==> config.mk <==
export PLATFORM = sky130hd
export DESIGN_NAME = pll_retune_seq
export DESIGN_NICKNAME = d
export VERILOG_FILES = /design/src/rtl/pll_retune_seq.sv
export SDC_FILE = /design/constraint.sdc
export NUM_CORES = 1
export LEC_CHECK = 0
export ABC_CLOCK_PERIOD_IN_PS = 42300
export BUFFER_PORTS_ARGS = -buffer_cell sky130_fd_sc_hd__buf_2
export CORE_ASPECT_RATIO = 2
export CORE_UTILIZATION = 55
export DETAILED_ROUTE_END_ITERATION = 7
export GPL_TIMING_DRIVEN = 0
export MAX_ROUTING_LAYER = met4
export PLACE_DENSITY = 0.83
export SYNTH_ARGS = -nofsm -noshare
export SYNTH_HDL_FRONTEND = slang
export SYNTH_SLANG_ARGS = --single-unit
==> constraint.sdc <==
create_clock -name clk -period 42.3 [get_ports clk]
set_clock_uncertainty 0.05 [all_clocks]
set_input_delay 4.23 -clock clk [delete_from_list [all_inputs] [get_ports clk]]
set_output_delay 4.23 -clock clk [all_outputs]
set_load 0.01 [all_outputs]
==> src/rtl/pll_retune_seq.sv <==
module pll_retune_seq #(
  parameter int MODE_W      = 2,
  parameter int NR_W        = 6,
  parameter int NO_W        = 4,
  parameter int NF_W        = 13,
  parameter int NB_W        = 12,
  parameter int LOCK_BUDGET = 24000000,
  parameter int TICK_CYCLES = 24
) (
  input  logic              clk,
  input  logic              rst_n,
  input  logic              start,
  input  logic [MODE_W-1:0] mode_in,
  input  logic [NR_W:0]     new_nr,
  input  logic [NO_W:0]     new_no,
  input  logic [NF_W:0]     new_nf,
  input  logic [NB_W:0]     new_nb,
  input  logic [NR_W-1:0]   cur_nr,
  input  logic [NO_W-1:0]   cur_no,
  input  logic [NF_W-1:0]   cur_nf,
  input  logic [NB_W-1:0]   cur_nb,
  input  logic              lock_in,
  output logic              mode_we,
  output logic [MODE_W-1:0] mode_wdata,
  output logic              rst_we,
  output logic              rst_wdata,
  output logic              cfg_we,
  output logic [NR_W-1:0]   cfg_nr,
  output logic [NO_W-1:0]   cfg_no,
  output logic [NF_W-1:0]   cfg_nf,
  output logic [NB_W-1:0]   cfg_nb,
  output logic              busy,
  output logic              done,
  output logic              err
);

  localparam int PW      = $clog2(LOCK_BUDGET + 1);
  localparam int DLY_MAX = ((1 << NR_W) * 500) / 24 + 1;
  localparam int UW      = $clog2(DLY_MAX + 1);
  localparam int SW      = (TICK_CYCLES > 1) ? $clog2(TICK_CYCLES) : 1;
  localparam logic [MODE_W-1:0] M_SLOW = MODE_W'(0);
  localparam logic [MODE_W-1:0] M_NORM = MODE_W'(1);

  typedef enum logic [2:0] {
    S_IDLE, S_PARK, S_RST_ON, S_WRITE, S_RST_OFF, S_SETTLE, S_POLL, S_FINISH
  } state_t;

  state_t          state;
  logic            remux, rollback;
  logic [NR_W-1:0] sav_nr;
  logic [NO_W-1:0] sav_no;
  logic [NF_W-1:0] sav_nf;
  logic [NB_W-1:0] sav_nb;
  logic [UW-1:0]   us_cnt;
  logic [SW-1:0]   sub_cnt;
  logic [PW-1:0]   poll_cnt;
  logic [31:0]     dly_full;
  logic [NR_W:0]   nr_m1;
  logic [NO_W:0]   no_m1;
  logic [NF_W:0]   nf_m1;
  logic [NB_W:0]   nb_m1;

  assign nr_m1    = new_nr - 1'b1;
  assign no_m1    = new_no - 1'b1;
  assign nf_m1    = new_nf - 1'b1;
  assign nb_m1    = new_nb - 1'b1;
  assign dly_full = ((32'(cfg_nr) + 32'd1) * 32'd500) / 32'd24 + 32'd1;

  assign busy       = (state != S_IDLE);
  assign done       = (state == S_FINISH);
  assign mode_we    = (state == S_PARK) || ((state == S_FINISH) && remux);
  assign mode_wdata = (state == S_PARK) ? M_SLOW : M_NORM;
  assign rst_we     = (state == S_RST_ON) || (state == S_RST_OFF);
  assign rst_wdata  = (state == S_RST_ON);
  assign cfg_we     = (state == S_WRITE);

  always_ff @(posedge clk) begin
    if (!rst_n) begin
      state    <= S_IDLE;
      remux    <= 1'b0;
      rollback <= 1'b0;
      err      <= 1'b0;
      sav_nr   <= '0;
      sav_no   <= '0;
      sav_nf   <= '0;
      sav_nb   <= '0;
      cfg_nr   <= '0;
      cfg_no   <= '0;
      cfg_nf   <= '0;
      cfg_nb   <= '0;
      us_cnt   <= '0;
      sub_cnt  <= '0;
      poll_cnt <= '0;
    end else begin
      case (state)
        S_IDLE: if (start) begin
          sav_nr   <= cur_nr;
          sav_no   <= cur_no;
          sav_nf   <= cur_nf;
          sav_nb   <= cur_nb;
          cfg_nr   <= nr_m1[NR_W-1:0];
          cfg_no   <= no_m1[NO_W-1:0];
          cfg_nf   <= nf_m1[NF_W-1:0];
          cfg_nb   <= nb_m1[NB_W-1:0];
          err      <= 1'b0;
          rollback <= 1'b0;
          remux    <= (mode_in == M_NORM);
          state    <= (mode_in == M_NORM) ? S_PARK : S_RST_ON;
        end
        S_PARK:   state <= S_RST_ON;
        S_RST_ON: state <= S_WRITE;
        S_WRITE:  state <= S_RST_OFF;
        S_RST_OFF: begin
          us_cnt  <= dly_full[UW-1:0];
          sub_cnt <= '0;
          state   <= S_SETTLE;
        end
        S_SETTLE: begin
          if (sub_cnt == SW'(TICK_CYCLES - 1)) begin
            sub_cnt <= '0;
            if (us_cnt == UW'(1)) begin
              poll_cnt <= '0;
              state    <= S_POLL;
            end else begin
              us_cnt <= us_cnt - 1'b1;
            end
          end else begin
            sub_cnt <= sub_cnt + 1'b1;
          end
        end
        S_POLL: begin
          if (lock_in) begin
            state <= S_FINISH;
          end else if (poll_cnt == PW'(LOCK_BUDGET - 1)) begin
            err <= 1'b1;
            if (!rollback) begin
              rollback <= 1'b1;
              cfg_nr   <= sav_nr;
              cfg_no   <= sav_no;
              cfg_nf   <= sav_nf;
              cfg_nb   <= sav_nb;
              state    <= S_RST_ON;
            end else begin
              state <= S_FINISH;
            end
          end else begin
            poll_cnt <= poll_cnt + 1'b1;
          end
        end
        default: state <= S_IDLE;
      endcase
    end
  end

  p_park_first_r2: assert property (@(posedge clk) disable iff (!rst_n)
    (!busy && start && mode_in == M_NORM) |=> (mode_we && mode_wdata == M_SLOW));

  p_write_in_reset_r4: assert property (@(posedge clk) disable iff (!rst_n)
    cfg_we |=> (rst_we && !rst_wdata));

  p_write_after_reset_r4: assert property (@(posedge clk) disable iff (!rst_n)
    (rst_we && rst_wdata) |=> cfg_we);

  p_settle_no_finish_r5: assert property (@(posedge clk) disable iff (!rst_n)
    (state == S_SETTLE) |=> !done);

  p_done_pulse_r10: assert property (@(posedge clk) disable iff (!rst_n)
    done |=> (!done && !busy));

  p_err_hold_r10: assert property (@(posedge clk) disable iff (!rst_n)
    (!busy && !start) |=> $stable(err));

  p_ignore_busy_start_r11: assert property (@(posedge clk) disable iff (!rst_n)
    (busy && !done && start) |=> busy);

endmodule

# ---- Word level (Yosys, flattened, before mapping)
# Index checks and enable logic that the tools add are counted.
dict set report totals {
  ff_bits 116
  word_cells 102
  output_inout_bits 44
}
dict set report classes {
  div_mod_pow 1
  reduce_logical 14
  n_eq_ne 20
  muxes 43
  n_addsub 9
  multipliers 1
}
# cell n
set op_table {}
lappend op_table {{$mux 25} 4}
lappend op_table {{$mux 13} 4}
lappend op_table {{$pmux 25 s2} 1}
lappend op_table {{$mux 12} 4}
lappend op_table {{$div 32x5->32 const B} 1}
lappend op_table {{$pmux 13 s2} 1}
lappend op_table {{$add 25x1->25 const B} 1}
lappend op_table {{$eq 25x25->1 const B} 1}
lappend op_table {{$mux 6} 4}
lappend op_table {{$pmux 12 s2} 1}
lappend op_table {{$mux 11} 2}
lappend op_table {{$pmux 11 s2} 1}
lappend op_table {{$pmux 3 s7} 1}
lappend op_table {{$mux 3} 6}
lappend op_table {{$mux 4} 4}
lappend op_table {{$ne 2x2->1 const B} 8}
lappend op_table {{$mul 7x7->14 const B} 1}
lappend op_table {{$sub 13x1->13 const B} 1}
lappend op_table {{$eq 3x3->1 const B} 4}
lappend op_table {{$pmux 6 s2} 1}
lappend op_table {{$sub 12x1->12 const B} 1}
lappend op_table {{$add 11x1->11 const B} 1}
lappend op_table {{$eq 11x1->1 const B} 1}
lappend op_table {{$sub 11x1->11 const B} 1}
lappend op_table {{24 further kinds} 33}

# ---- Depth between registers and ports, before layout
# Gate-level depths: netlist of run 1.
dict set report logic_depth {
  depth_word 5
  ltp_mapped 59
  ltp_nobuf 51
}

# ---- Worst setup path before layout of run 1
# No wires, ideal clock.
dict set report synth_path {
  path_kind {reg-to-reg}
  start {register cfg_nr[1]}
  end {register us_cnt[8]}
  stages_incl_launch_ff 56
  slack_ps 28720
  required_time_ps 42108
  arrival_time_ps 13388
  setup_ps 142
  path_buffers 7
  cell_sequence {dfxtp_1 -> ha_1 -> clkbuf_1 -> nand3_1 -> xor2_1 -> inv_1 -> fa_1 -> fa_1 -> fa_1 -> ha_1 -> ha_1 -> buf_2 -> o211a_1 -> a21boi_1 -> nor4_1 -> o22ai_1 -> clkbuf_1 -> inv_1 -> (+20 left out) -> a211oi_1 -> a311oi_2 -> o21a_2 -> a2bb2oi_1 -> or2_0 -> buf_2 -> o41ai_1 -> o2111ai_1 -> or4_4 -> a2111oi_4 -> a2bb2oi_1 -> o311ai_1 -> ha_1 -> nand2_1 -> nor3_1 -> xor2_1 -> o21ai_0 -> a21oi_1}
}
dict set report synth_via {
  elab_chain_len 5
}
# element line_no
set synth_lines {}
lappend synth_lines {{start: declaration} 28} ;# output logic [NR_W-1:0] cfg_nr,
lappend synth_lines {{start signal: assignment} 101} ;# cfg_nr <= nr_m1[NR_W-1:0];
lappend synth_lines {{start signal: assignment} 138} ;# cfg_nr <= sav_nr;
lappend synth_lines {{$add 6x1->7} 67} ;# assign dly_full = ((32'(cfg_nr) + 32'd1) * 32'd500) / 32'd24 + 32'd1;
lappend synth_lines {{$mul 7x7->14} 67}
lappend synth_lines {{$div 32x5->32} 67}
lappend synth_lines {{$add 11x1->11} 67}
lappend synth_lines {{$pmux 11 s2} 95} ;# case (state)
lappend synth_lines {{end signal: assignment} 114} ;# us_cnt <= dly_full[UW-1:0];
lappend synth_lines {{end signal: assignment} 125} ;# us_cnt <= us_cnt - 1'b1;
lappend synth_lines {{end: declaration} 54} ;# logic [UW-1:0] us_cnt;
# No other way between the ends.
# A chain may end at the register's enable or synchronous reset.

# ---- Worst setup path after layout of run 1
# Same ends and word-level chain as after synthesis.

==> results of run 1 <==
==> stage by stage <==
stage,util,std cells
after floorplan,-,1536
after global placement,0.607,1919
after detailed placement,0.607,1919
after CTS,0.636,1951
after global routing,0.636,1952
final,0.636,1952
==> cells in the final DEF, fill, tap and decap left out, types with 40 or more instances in the layout <==
cell | synthesis | routed
nor2_1 | 149 | 149
ha_1 | 46 | 46
dfxtp_1 | 116 | 116
nand2_1 | 181 | 181
a21oi_1 | 104 | 104
a211oi_1 | 43 | 43
buf_2 | 10 | 127
nor3_1 | 51 | 51
inv_1 | 54 | 54
xor2_1 | 42 | 42
clkbuf_1 | 60 | 61
a21boi_0 | 40 | 40
nand3_1 | 52 | 52
nor2b_1 | 49 | 49
o21ai_0 | 56 | 56
xnor2_1 | 73 | 73
==> per-layer routing <==
| metal | global-route usage | routed length, um | up-vias |
|---|---|---|---|
| met1 | 0.287 | 11700 | 5705 |
| met5 | - | 0 | - |
| li1 | - | - | 5814 |
| met3 | 0.0532 | 1530 | 189 |
| met4 | 0.291 | 2880 | 0 |
| met2 | 0.638 | 19500 | 492 |
==> sequential cells by signal, indices dropped and copies added, names as in the netlist, 4 cells and up <==
name      count
poll_cnt     25
sav_nf       13
cfg_nb       12
sav_no        4
us_cnt       11
sav_nb       12
sav_nr        6
sub_cnt       5
cfg_no        4
cfg_nr        6
cfg_nf       13
==> cell families after synthesis <==
group | count (synthesis)
flops | 116
mux | 26
simple gates | 656
buf+inv | 133
fa+ha+maj | 62
compound gates | 421
other cells | 1
xor+xnor | 121
==> worst max-delay path, delay by kind of cell, from the launching register on <==
kind            cells  cell delay, ns
xor+xnor            2            0.58
buf+inv             7            1.69
mux                 2            1.04
simple gates       14            3.81
compound gates     20            6.15
fa+ha+maj           8            2.98
flops               1            0.46
==> worst max-delay path by stage <==
stage              start   endpoint  slack [ns]
2_1_floorplan  cfg_nr[1]  us_cnt[8]       28.72
3_3_place_gp   cfg_nr[1]  us_cnt[8]       25.96
3_5_place_dp   cfg_nr[1]  us_cnt[8]       25.66
4_1_cts        cfg_nr[1]  us_cnt[8]       25.63
5_1_grt        cfg_nr[1]  us_cnt[6]       24.38
6_report       cfg_nr[1]  us_cnt[8]       25.37
==> layout make-up <==
cell class              count  area [um2]  area share
multi-input cells        1287        8710       0.666
flip-flops and latches    116        2320       0.178
repair buffers            117         586      0.0448
clock buffers              20         457      0.0349
well taps                 266         333      0.0255
plain buffers              77         324      0.0248
inverters                  56         210      0.0161
clock inverters            12         130     0.00995
diodes                      1        2.50    0.000191
==> results.md, run 1 <==
* Detail Placement HPWL at 28.3 mm
* Top cells by count, synth: 181 x nand2_1, 149 x nor2_1, 116 x dfxtp_1
* Seq/Total Area, Yosys at 0.201
* Startpoint Class: register
* Design area at 0.0131 mm2
* CP max stage delay at 0.70 ns
* Mapped Area at 0.0116 mm2
* Min-delay src: sav_nb[6]
* GR Util All Layers at 0.342
* Placed Area at 0.0125 mm2
* CTS H-tree depth at 4
* Unrepaired setup endpoints after global routing: no
* Clock buffer count from CTS at 17
* Height of the die at 207 um
* Final hold violations at 0
* Distinct cells, synth at 125
* ANT nets after route at 0
* Max-slew violations at 0
* Post-Synth XOR/XNOR Area at 0.0961
* Post-CTS Setup Bufs at 0
* Finish-stage setup viols at 0
* CTS tree: done
* Post_cts resized at 0
* Compound-gate portion of the synthesized area at 0.264
* Arr. time, crit path at 17.17 ns
* Simple-Gate Fraction of Synth Area at 0.290
* Share of cells above drive strength 1 at 0.141
* Crit path max fanout at 10
* First-pass GRT wire length at 58.0 mm
* # hold bufs at CTS at 0
* Core box area at 0.0206 mm2
* Total of max-cap violations at 0
* Syn Inst Count at 1,536
* Setup TNS Final at 0 ns
* Number of antenna violations at the first check in global routing at 1
* Area delta synth->final at 13.0%
* Critical Path Sink Type: register
* First DRT Iteration DRCs at 699
* Yosys warns at 0
* DR pass1 iterations at 6
* FP Rows at 74
* #FFs+latches synth at 116
* Cell count of the worst reg-to-reg path at 53
* Final worst slack at 25.37 ns
* Top post-synthesis cells by area: dfxtp_1 20%, nand2_1 5.9%, xnor2_1 5.5%
* Clock Pin Slew Worst Setup and Hold Paths at 0.05 ns
* Port buffer count at 117
* Count leader, synth: nand2_1
* Worst reg-to-reg setup slack at 25.37 ns
* Ys flop type: dfxtp_1
* Post-Syn Nets at 1,678
* Ports at 124
* Setup WS pre-CTS at 25.66 ns
* Grt total ovfl at 0
* Via Count at 12.2k
* Synth Area in Adders at 0.0775
* GPL Wtd Cong at 0.999
* CP most frequent cell: ha_1
* Min-Delay Path Class: register to register
* Post-synth top area cell: dfxtp_1
* Routed wire length at 35.6 mm
* Initial Util at 0.563
* Cell with the largest stage delay on the worst path: mux2i_1
* RR Endpoint: us_cnt[8]
* WS Path Type: register to register
* Top-area cell type share of the netlist area at 0.201
* Min Tclk post-route at 16.93 ns
* Worst R2R Start: cfg_nr[1]
* Vias/cell at 6.25
* Die area at 0.0216 mm2
* Hold EP: sav_nb[6]
* Pin count of the biggest net entering global routing at 17
* Asr flop ratio synth at 0
* Worst Path Required at 42.53 ns
* Largest family of logic cells by synthesized area: simple AND/OR/NAND/NOR gates
* # DRC at 0
* Die X at 105 um
* Clock Path Buffers at 2
* Run status: complete, no violations
* Relative slew slack at 0.354
* Mux cell area share after synthesis at 0.0251
* Final net count at 1,814
* Root Buffer: clkbuf_16
* Final hold slack at 0.416 ns
* Least-Margin Pin Slew at 0.962 ns
* Syn avg cell area at 7.53 um2
* Fill cells at 1,825
* Achievable Freq at 59.0 MHz
* Number of global-route vias before repair at 12.6k
* Post-synth EDFFs at 0
* Worst skew pair latency at 0.43 ns
* CTS sink count at 116
* Average routed wire per standard cell at 18.2 um
* Hold depth at 2
* Final worst path period share at 0.400
Power of run 1 is left out: the tool's default activity adds up to more than one toggle a clock period on the data nets, which glitch-free logic cannot reach.
==> run 2, diff against run 1 <==
--- a/config.mk
+++ b/config.mk
@@ -5,14 +5,14 @@
 export SDC_FILE = /design/constraint.sdc
 export NUM_CORES = 1
 export LEC_CHECK = 0
-export ABC_CLOCK_PERIOD_IN_PS = 42300
+export ABC_CLOCK_PERIOD_IN_PS = 15310
 export BUFFER_PORTS_ARGS = -buffer_cell sky130_fd_sc_hd__buf_2
 export CORE_ASPECT_RATIO = 2
 export CORE_UTILIZATION = 55
 export DETAILED_ROUTE_END_ITERATION = 7
 export GPL_TIMING_DRIVEN = 0
 export MAX_ROUTING_LAYER = met4
-export PLACE_DENSITY = 0.83
+export PLACE_DENSITY = 0.86
 export SYNTH_ARGS = -nofsm -noshare
 export SYNTH_HDL_FRONTEND = slang
 export SYNTH_SLANG_ARGS = --single-unit
==> constraint.sdc (replaced) <==
create_clock -name clk -period 15.31 [get_ports clk]
set_clock_uncertainty 0.05 [all_clocks]
set_input_delay 1.531 -clock clk [delete_from_list [all_inputs] [get_ports clk]]
set_output_delay 1.531 -clock clk [all_outputs]
set_load 0.01 [all_outputs]
==> results.md, run 2 (synthesized netlist as in run 1, its figures left out) <==
* Run status: complete, no violations (unchanged)
* Die X at 105 um (unchanged)
* CP bufs+invs at 8 (was 7)
* GR Util All Layers at 0.349 (was 0.342)
* GR Layer Usage met3 at 0.0598 (was 0.0532)
* Max-slew violations at 0 (unchanged)
* Top delay family on crit path: compound AO/OA/AOI/OAI gates (unchanged)
* Pin count of the biggest net entering global routing at 17 (unchanged)
* FP Rows at 74 (unchanged)
* Root Buffer: clkbuf_16 (unchanged)
* Achievable Freq at 68.4 MHz (was 59.0 MHz)
* Worst Path Required at 15.62 ns (was 42.53 ns)
* Clock Path Buffers at 2 (unchanged)
* CTS sink count at 116 (unchanged)
* Grt total ovfl at 0 (unchanged)
* Clock Pin Slew Worst Setup and Hold Paths at 0.06 ns (was 0.05 ns)
* Startpoint Class: register (unchanged)
* Placed Area at 0.0125 mm2 (unchanged)
* Final hold slack at 0.414 ns (was 0.416 ns)
* WS Path Type: register to register (unchanged)
* Average routed wire per standard cell at 18.7 um (was 18.2 um)
* Height of the die at 207 um (unchanged)
* Min Tclk post-route at 14.63 ns (was 16.93 ns)
* Min-Delay Path Class: register to register (unchanged)
* GPL Wtd Cong at 1.03 (was 0.999)
* CTS tree: done (unchanged)
* Critical Path Sink Type: register (unchanged)
* CP most frequent cell: ha_1 (unchanged)
* Initial Util at 0.563 (unchanged)
* Port buffer count at 117 (unchanged)
* Clock buffer count from CTS at 17 (unchanged)
* CTS H-tree depth at 4 (unchanged)
* Total of max-cap violations at 0 (unchanged)
* Via Count at 12.4k (was 12.2k)
* Relative slew slack at 0.399 (was 0.354)
* Detail Placement HPWL at 28.5 mm (was 28.3 mm)
* Most frequent cells in the layout: 180 x nand2_1, 149 x nor2_1, 126 x buf_2, 116 x dfxtp_1, 101 x a21oi_1 (was 181 x nand2_1, 149 x nor2_1, 127 x buf_2, 116 x dfxtp_1, 104 x a21oi_1)
* Design area at 0.0135 mm2 (was 0.0131 mm2)
* Number of antenna violations at the first check in global routing at 1 (unchanged)
* First-pass GRT wire length at 59.0 mm (was 58.0 mm)
* Cell with the largest stage delay on the worst path: a2111oi_4 (was mux2i_1)
* Most Crowded Layer GR: met2 (unchanged)
* Most common cell after layout, fill and taps aside: nand2_1 (unchanged)
* # hold bufs at CTS at 0 (unchanged)
* Share of cells above drive strength 1 at 0.170 (was 0.141)
* ANT nets after route at 0 (unchanged)
* DR pass1 iterations at 7 (was 6)
* Area delta synth->final at 16.3% (was 13.0%)
* Routed wire length at 36.8 mm (was 35.6 mm)
* Worst skew pair latency at 0.44 ns (was 0.43 ns)
* Vias/cell at 6.29 (was 6.25)
* Finish-stage setup viols at 0 (unchanged)
* Crit path max fanout at 10 (unchanged)
* Top flop regs: poll_cnt: 25 flops, cfg_nf: 13 flops, sav_nf: 13 flops (unchanged)
* # DRC at 0 (unchanged)
* Arr. time, crit path at 14.93 ns (was 17.17 ns)
* Ports at 124 (unchanged)
* Die area at 0.0216 mm2 (unchanged)
* GR Util met1 at 0.277 (was 0.287)
* M2 GR Usage at 0.657 (was 0.638)
* First DRT Iteration DRCs at 754 (was 699)
* Final hold violations at 0 (unchanged)
* Number of global-route vias before repair at 12.9k (was 12.6k)
* Max reg flops at 25 (unchanged)
* CP max stage delay at 0.58 ns (was 0.70 ns)
* Final net count at 1,828 (was 1,814)
* Core box area at 0.0206 mm2 (unchanged)
* Reg with most FFs: poll_cnt (unchanged)
* Least-Margin Pin Slew at 0.898 ns (was 0.962 ns)
* Final worst path period share at 0.955 (was 0.400)
run 2: final cells by class:
| type | count | area (um2) |
|---|---|---|
| Buffer | 76 | 327 |
| Antenna cell | 1 | 2.50 |
| Clock inverter | 14 | 119 |
| Fill cell | 1777 | 7100 |
| Inverter | 56 | 210 |
| Tap cell | 266 | 333 |
| Multi-Input combinational cell | 1287 | 9010 |
| Timing Repair Buffer | 132 | 698 |
| Sequential cell | 116 | 2320 |
| Clock buffer | 18 | 439 |
run 2: per-stage QoR:
stage	util	setup TNS [ns]	worst slack, ns	instances
final	0.655	0	0.685	1966
after global routing	0.655	-0.122	-0.122	1966
after CTS	0.642	0	0.118	1957
after detailed placement	0.607	-9.98	-1.30	1919
after global placement	0.607	-5.70	-0.935	1919
after floorplan	-	0	1.73	1536
run 2: worst paths after layout:
kind	start	to	slack (ns)	cells past startpoint
min reg2reg	sav_nb[9]	sav_nb[9]	0.41	2
max reg2reg	cfg_nr[1]	us_cnt[8]	0.68	54
min	sav_nb[9]	sav_nb[9]	0.41	2
max	cfg_nr[1]	us_cnt[8]	0.68	54
run 2: routing by layer:
metal | wire length [um] | vias to the layer above
met5 | 0 | -
met4 | 3320 | 0
met3 | 1830 | 229
met2 | 19800 | 552
met1 | 11800 | 5754
li1 | - | 5837
run 2: worst reg2reg max path: cells and delay by family, from the launching register on:
| family | cells | cell delay, ns |
|---|---|---|
| XOR/XNOR | 3 | 0.73 |
| multiplexers | 1 | 0.41 |
| AO/OA/AOI/OAI | 22 | 5.48 |
| flip-flops | 1 | 0.44 |
| AND/OR/NAND/NOR | 12 | 2.88 |
| buffers and inverters | 8 | 1.57 |
| adder cells (fa/ha/maj) | 8 | 3.01 |
run 2: repair_timing:
item | in CTS | in global routing
endpoints found under the setup margin | 11 | 11
endpoints found under the hold margin | 0 | 0
setup buffers | 6 | 9
resized for setup | 17 | 34
pin swaps | 4 | 7
Power of run 2 is left out for the same reason.
==> run 3, diff against run 2 <==
--- a/config.mk
+++ b/config.mk
@@ -5,6 +5,7 @@
 export SDC_FILE = /design/constraint.sdc
 export NUM_CORES = 1
 export LEC_CHECK = 0
+export ABC_AREA = 1
 export ABC_CLOCK_PERIOD_IN_PS = 15310
 export BUFFER_PORTS_ARGS = -buffer_cell sky130_fd_sc_hd__buf_2
 export CORE_ASPECT_RATIO = 2
@@ -12,7 +13,7 @@
 export DETAILED_ROUTE_END_ITERATION = 7
 export GPL_TIMING_DRIVEN = 0
 export MAX_ROUTING_LAYER = met4
-export PLACE_DENSITY = 0.86
+export PLACE_DENSITY = 0.87
 export SYNTH_ARGS = -nofsm -noshare
 export SYNTH_HDL_FRONTEND = slang
 export SYNTH_SLANG_ARGS = --single-unit
==> results.md, run 3 <==
* FP Rows at 72 (was 74)
* Detail Placement HPWL at 27.0 mm (was 28.5 mm)
* Syn avg cell area at 6.19 um2 (was 7.53 um2)
* First DRT Iteration DRCs at 848 (was 754)
* Root Buffer: clkbuf_16 (unchanged)
* Clock Path Buffers at 2 (unchanged)
* Fill cells at 1,776 (was 1,777)
* Port buffer count at 118 (was 117)
* Via Count at 12.2k (was 12.4k)
* Total of max-cap violations at 0 (unchanged)
* Number of global-route vias before repair at 12.2k (was 12.9k)
* Mapped Area at 0.0108 mm2 (was 0.0116 mm2)
* Achievable Freq at 71.9 MHz (was 68.4 MHz)
* Final worst path period share at 0.908 (was 0.955)
* Ys flop type: dfxtp_1 (unchanged)
* GPL Wtd Cong at 0.995 (was 1.03)
* Number of antenna violations at the first check in global routing at 0 (was 1)
* Pin count of the biggest net entering global routing at 17 (unchanged)
* Post-Syn Nets at 1,880 (was 1,678)
* Post-synth EDFFs at 0 (unchanged)
* CTS sink count at 116 (unchanged)
* Post-CTS Setup Bufs at 0 (was 6)
* Reg with most FFs: poll_cnt (unchanged)
* Top flop regs: poll_cnt: 25 flops, cfg_nf: 13 flops, sav_nf: 13 flops (unchanged)
* Clock Pin Slew Worst Setup and Hold Paths at 0.06 ns (about the same)
* Least-Margin Pin Slew at 0.953 ns (was 0.898 ns)
* GR Util All Layers at 0.361 (was 0.349)
* Setup TNS Final at 0 ns (unchanged)
* First-pass GRT wire length at 55.0 mm (was 59.0 mm)
* Run status: complete, no violations (unchanged)
* Startpoint Class: register (unchanged)
* CP max stage delay at 0.53 ns (was 0.58 ns)
* CP most frequent cell: nand2_1 (was ha_1)
* Relative slew slack at 0.360 (was 0.399)
* Height of the die at 200 um (was 207 um)
* Die X at 101 um (was 105 um)
* #FFs+latches synth at 116 (unchanged)
* Yosys warns at 0 (unchanged)
* Unrepaired setup endpoints after global routing: no
* Final hold violations at 0 (unchanged)
* Min-Delay Path Class: register to register (unchanged)
* Count leader, synth: nand2_1 (unchanged)
* Seq/Total Area, Yosys at 0.216 (was 0.201)
* Arr. time, crit path at 14.21 ns (was 14.93 ns)
* ANT nets after route at 0 (unchanged)
* Vias/cell at 5.70 (was 6.29)
* Share of cells above drive strength 1 at 0.152 (was 0.170)
* Worst skew pair latency at 0.43 ns (was 0.44 ns)
* Finished Layout Cells at 2,147 (was 1,966)
* WS Path Type: register to register (unchanged)
* Final net count at 2,017 (was 1,828)
* Core box area at 0.0193 mm2 (was 0.0206 mm2)
* Top post-synthesis cells by area: dfxtp_1 22%, nand2_1 14%, inv_1 8.2% (was dfxtp_1 20%, nand2_1 5.9%, xnor2_1 5.5%)
* Max reg flops at 25 (unchanged)
* ANT cells at 0 (was 1)
* Most frequent cells in the layout: 390 x nand2_1, 234 x inv_1, 197 x nor2_1, 136 x o21ai_0, 131 x nand3_1 (was 180 x nand2_1, 149 x nor2_1, 126 x buf_2, 116 x dfxtp_1, 101 x a21oi_1)
* Finish-stage setup viols at 0 (unchanged)
* Max-slew violations at 0 (unchanged)
* Post-synth top area cell: dfxtp_1 (unchanged)
* Distinct cells, synth at 59 (was 125)
* Final worst slack at 1.41 ns (was 0.685 ns)
* Routed wire length at 34.4 mm (was 36.8 mm)
* CTS H-tree depth at 4 (unchanged)
* Dpl cells at 2,115 (was 1,919)
* Top cells by count, synth: 390 x nand2_1, 234 x inv_1, 198 x nor2_1 (was 181 x nand2_1, 149 x nor2_1, 116 x dfxtp_1)
* Crit path max fanout at 10 (unchanged)
* Asr flop ratio synth at 0 (unchanged)
* Initial Util at 0.558 (was 0.563)
* Most common cell after layout, fill and taps aside: nand2_1 (unchanged)
* Min Tclk post-route at 13.90 ns (was 14.63 ns)
* Average routed wire per standard cell at 16.0 um (was 18.7 um)
* Grt total ovfl at 0 (unchanged)
* Area delta synth->final at 14.3% (was 16.3%)
* Ports at 124 (unchanged)
* Syn Inst Count at 1,738 (was 1,536)
* Die area at 0.0202 mm2 (was 0.0216 mm2)
* Setup WS pre-CTS at 1.51 ns (was -1.30 ns)
* Clock buffer count from CTS at 17 (unchanged)
* Critical Path Sink Type: register (unchanged)
* Cell with the largest stage delay on the worst path: fa_1 (was a2111oi_4)
* CTS tree: done (unchanged)
* Worst Path Required at 15.61 ns (was 15.62 ns)
* DR pass1 iterations at 6 (was 7)
* # DRC at 0 (unchanged)
* Top-area cell type share of the netlist area at 0.216 (was 0.201)
==> run 3: cell types whose count changed after synthesis, sizes merged, moves of 19 or more <==
cell    change
nor3       -25
nand4      +30
xnor2      -67
clkbuf     -27
a211oi     -41
and3       -19
nand2     +246
nand3      +96
a21boi     -43
and2       -19
nor2b      -50
inv       +196
nor2       +75
o21ai      +79
==> run 3: repair_timing <==
action                                  CTS  global route
resized for setup                         0             4
hold endpoints to repair                  0             0
hold buffers                              0             0
endpoints found under the setup margin    0             2
==> run 3: layer usage <==
metal,track usage,vias up,share of wire
met5,-,-,0
met4,0.330,0,0.097
met3,0.0505,231,0.050
met2,0.689,596,0.54
met1,0.286,5490,0.31
li1,-,5923,-
==> run 3: metrics by stage <==
| step | hold WS (ns) | utilization | instance area (um2) |
|---|---|---|---|
| global placement | 0.378 | 0.606 | 11700 |
| CTS | 0.400 | 0.637 | 12300 |
| global route | 0.420 | 0.638 | 12300 |
| detailed placement | 0.390 | 0.606 | 11700 |
| finish | 0.399 | 0.638 | 12300 |
| floorplan | 0.371 | - | 10800 |
==> run 3: cells by family (layout without fill, tap and decap cells) <==
kind of cell    after synthesis  after routing  share of synthesized area
fa+ha+maj                    62             62                     0.0832
buf+inv                     308            458                      0.115
simple gates                910            910                      0.399
other cells                   1              1                   0.000348
compound gates              293            293                      0.147
flops                       116            116                      0.216
xor+xnor                     48             48                     0.0397
==> run 3: cell type report <==
class | instances | area, um2 | share of cell area
multi-input cells | 1314 | 7240 | 0.588
clock buffers | 22 | 444 | 0.0361
inverters | 260 | 977 | 0.0794
repair buffers | 118 | 591 | 0.0480
well taps | 259 | 324 | 0.0263
plain buffers | 48 | 256 | 0.0208
clock inverters | 10 | 156 | 0.0127
flip-flops and latches | 116 | 2320 | 0.189
==> run 3: worst paths after layout <==
| check | start | end | slack [ns] | depth (start not counted) |
|---|---|---|---|---|
| max reg2reg | cfg_nr[1] | us_cnt[10] | 1.41 | 91 |
| max | cfg_nr[1] | us_cnt[10] | 1.41 | 91 |
| min | poll_cnt[4] | poll_cnt[4] | 0.40 | 2 |
| min reg2reg | poll_cnt[4] | poll_cnt[4] | 0.40 | 2 |
==> run 3: critical path, delay by kind of cell (launching register included) <==
family | cells | cell delay [ns]
DFF | 1 | 0.45
and+or+nand+nor | 60 | 7.38
buffers and inverters | 18 | 2.08
xor gates and xnor gates | 1 | 0.19
adders and majority gates | 8 | 2.79
AOI/OAI and AO/OA | 4 | 0.86
Power of run 3 is left out for the same reason.
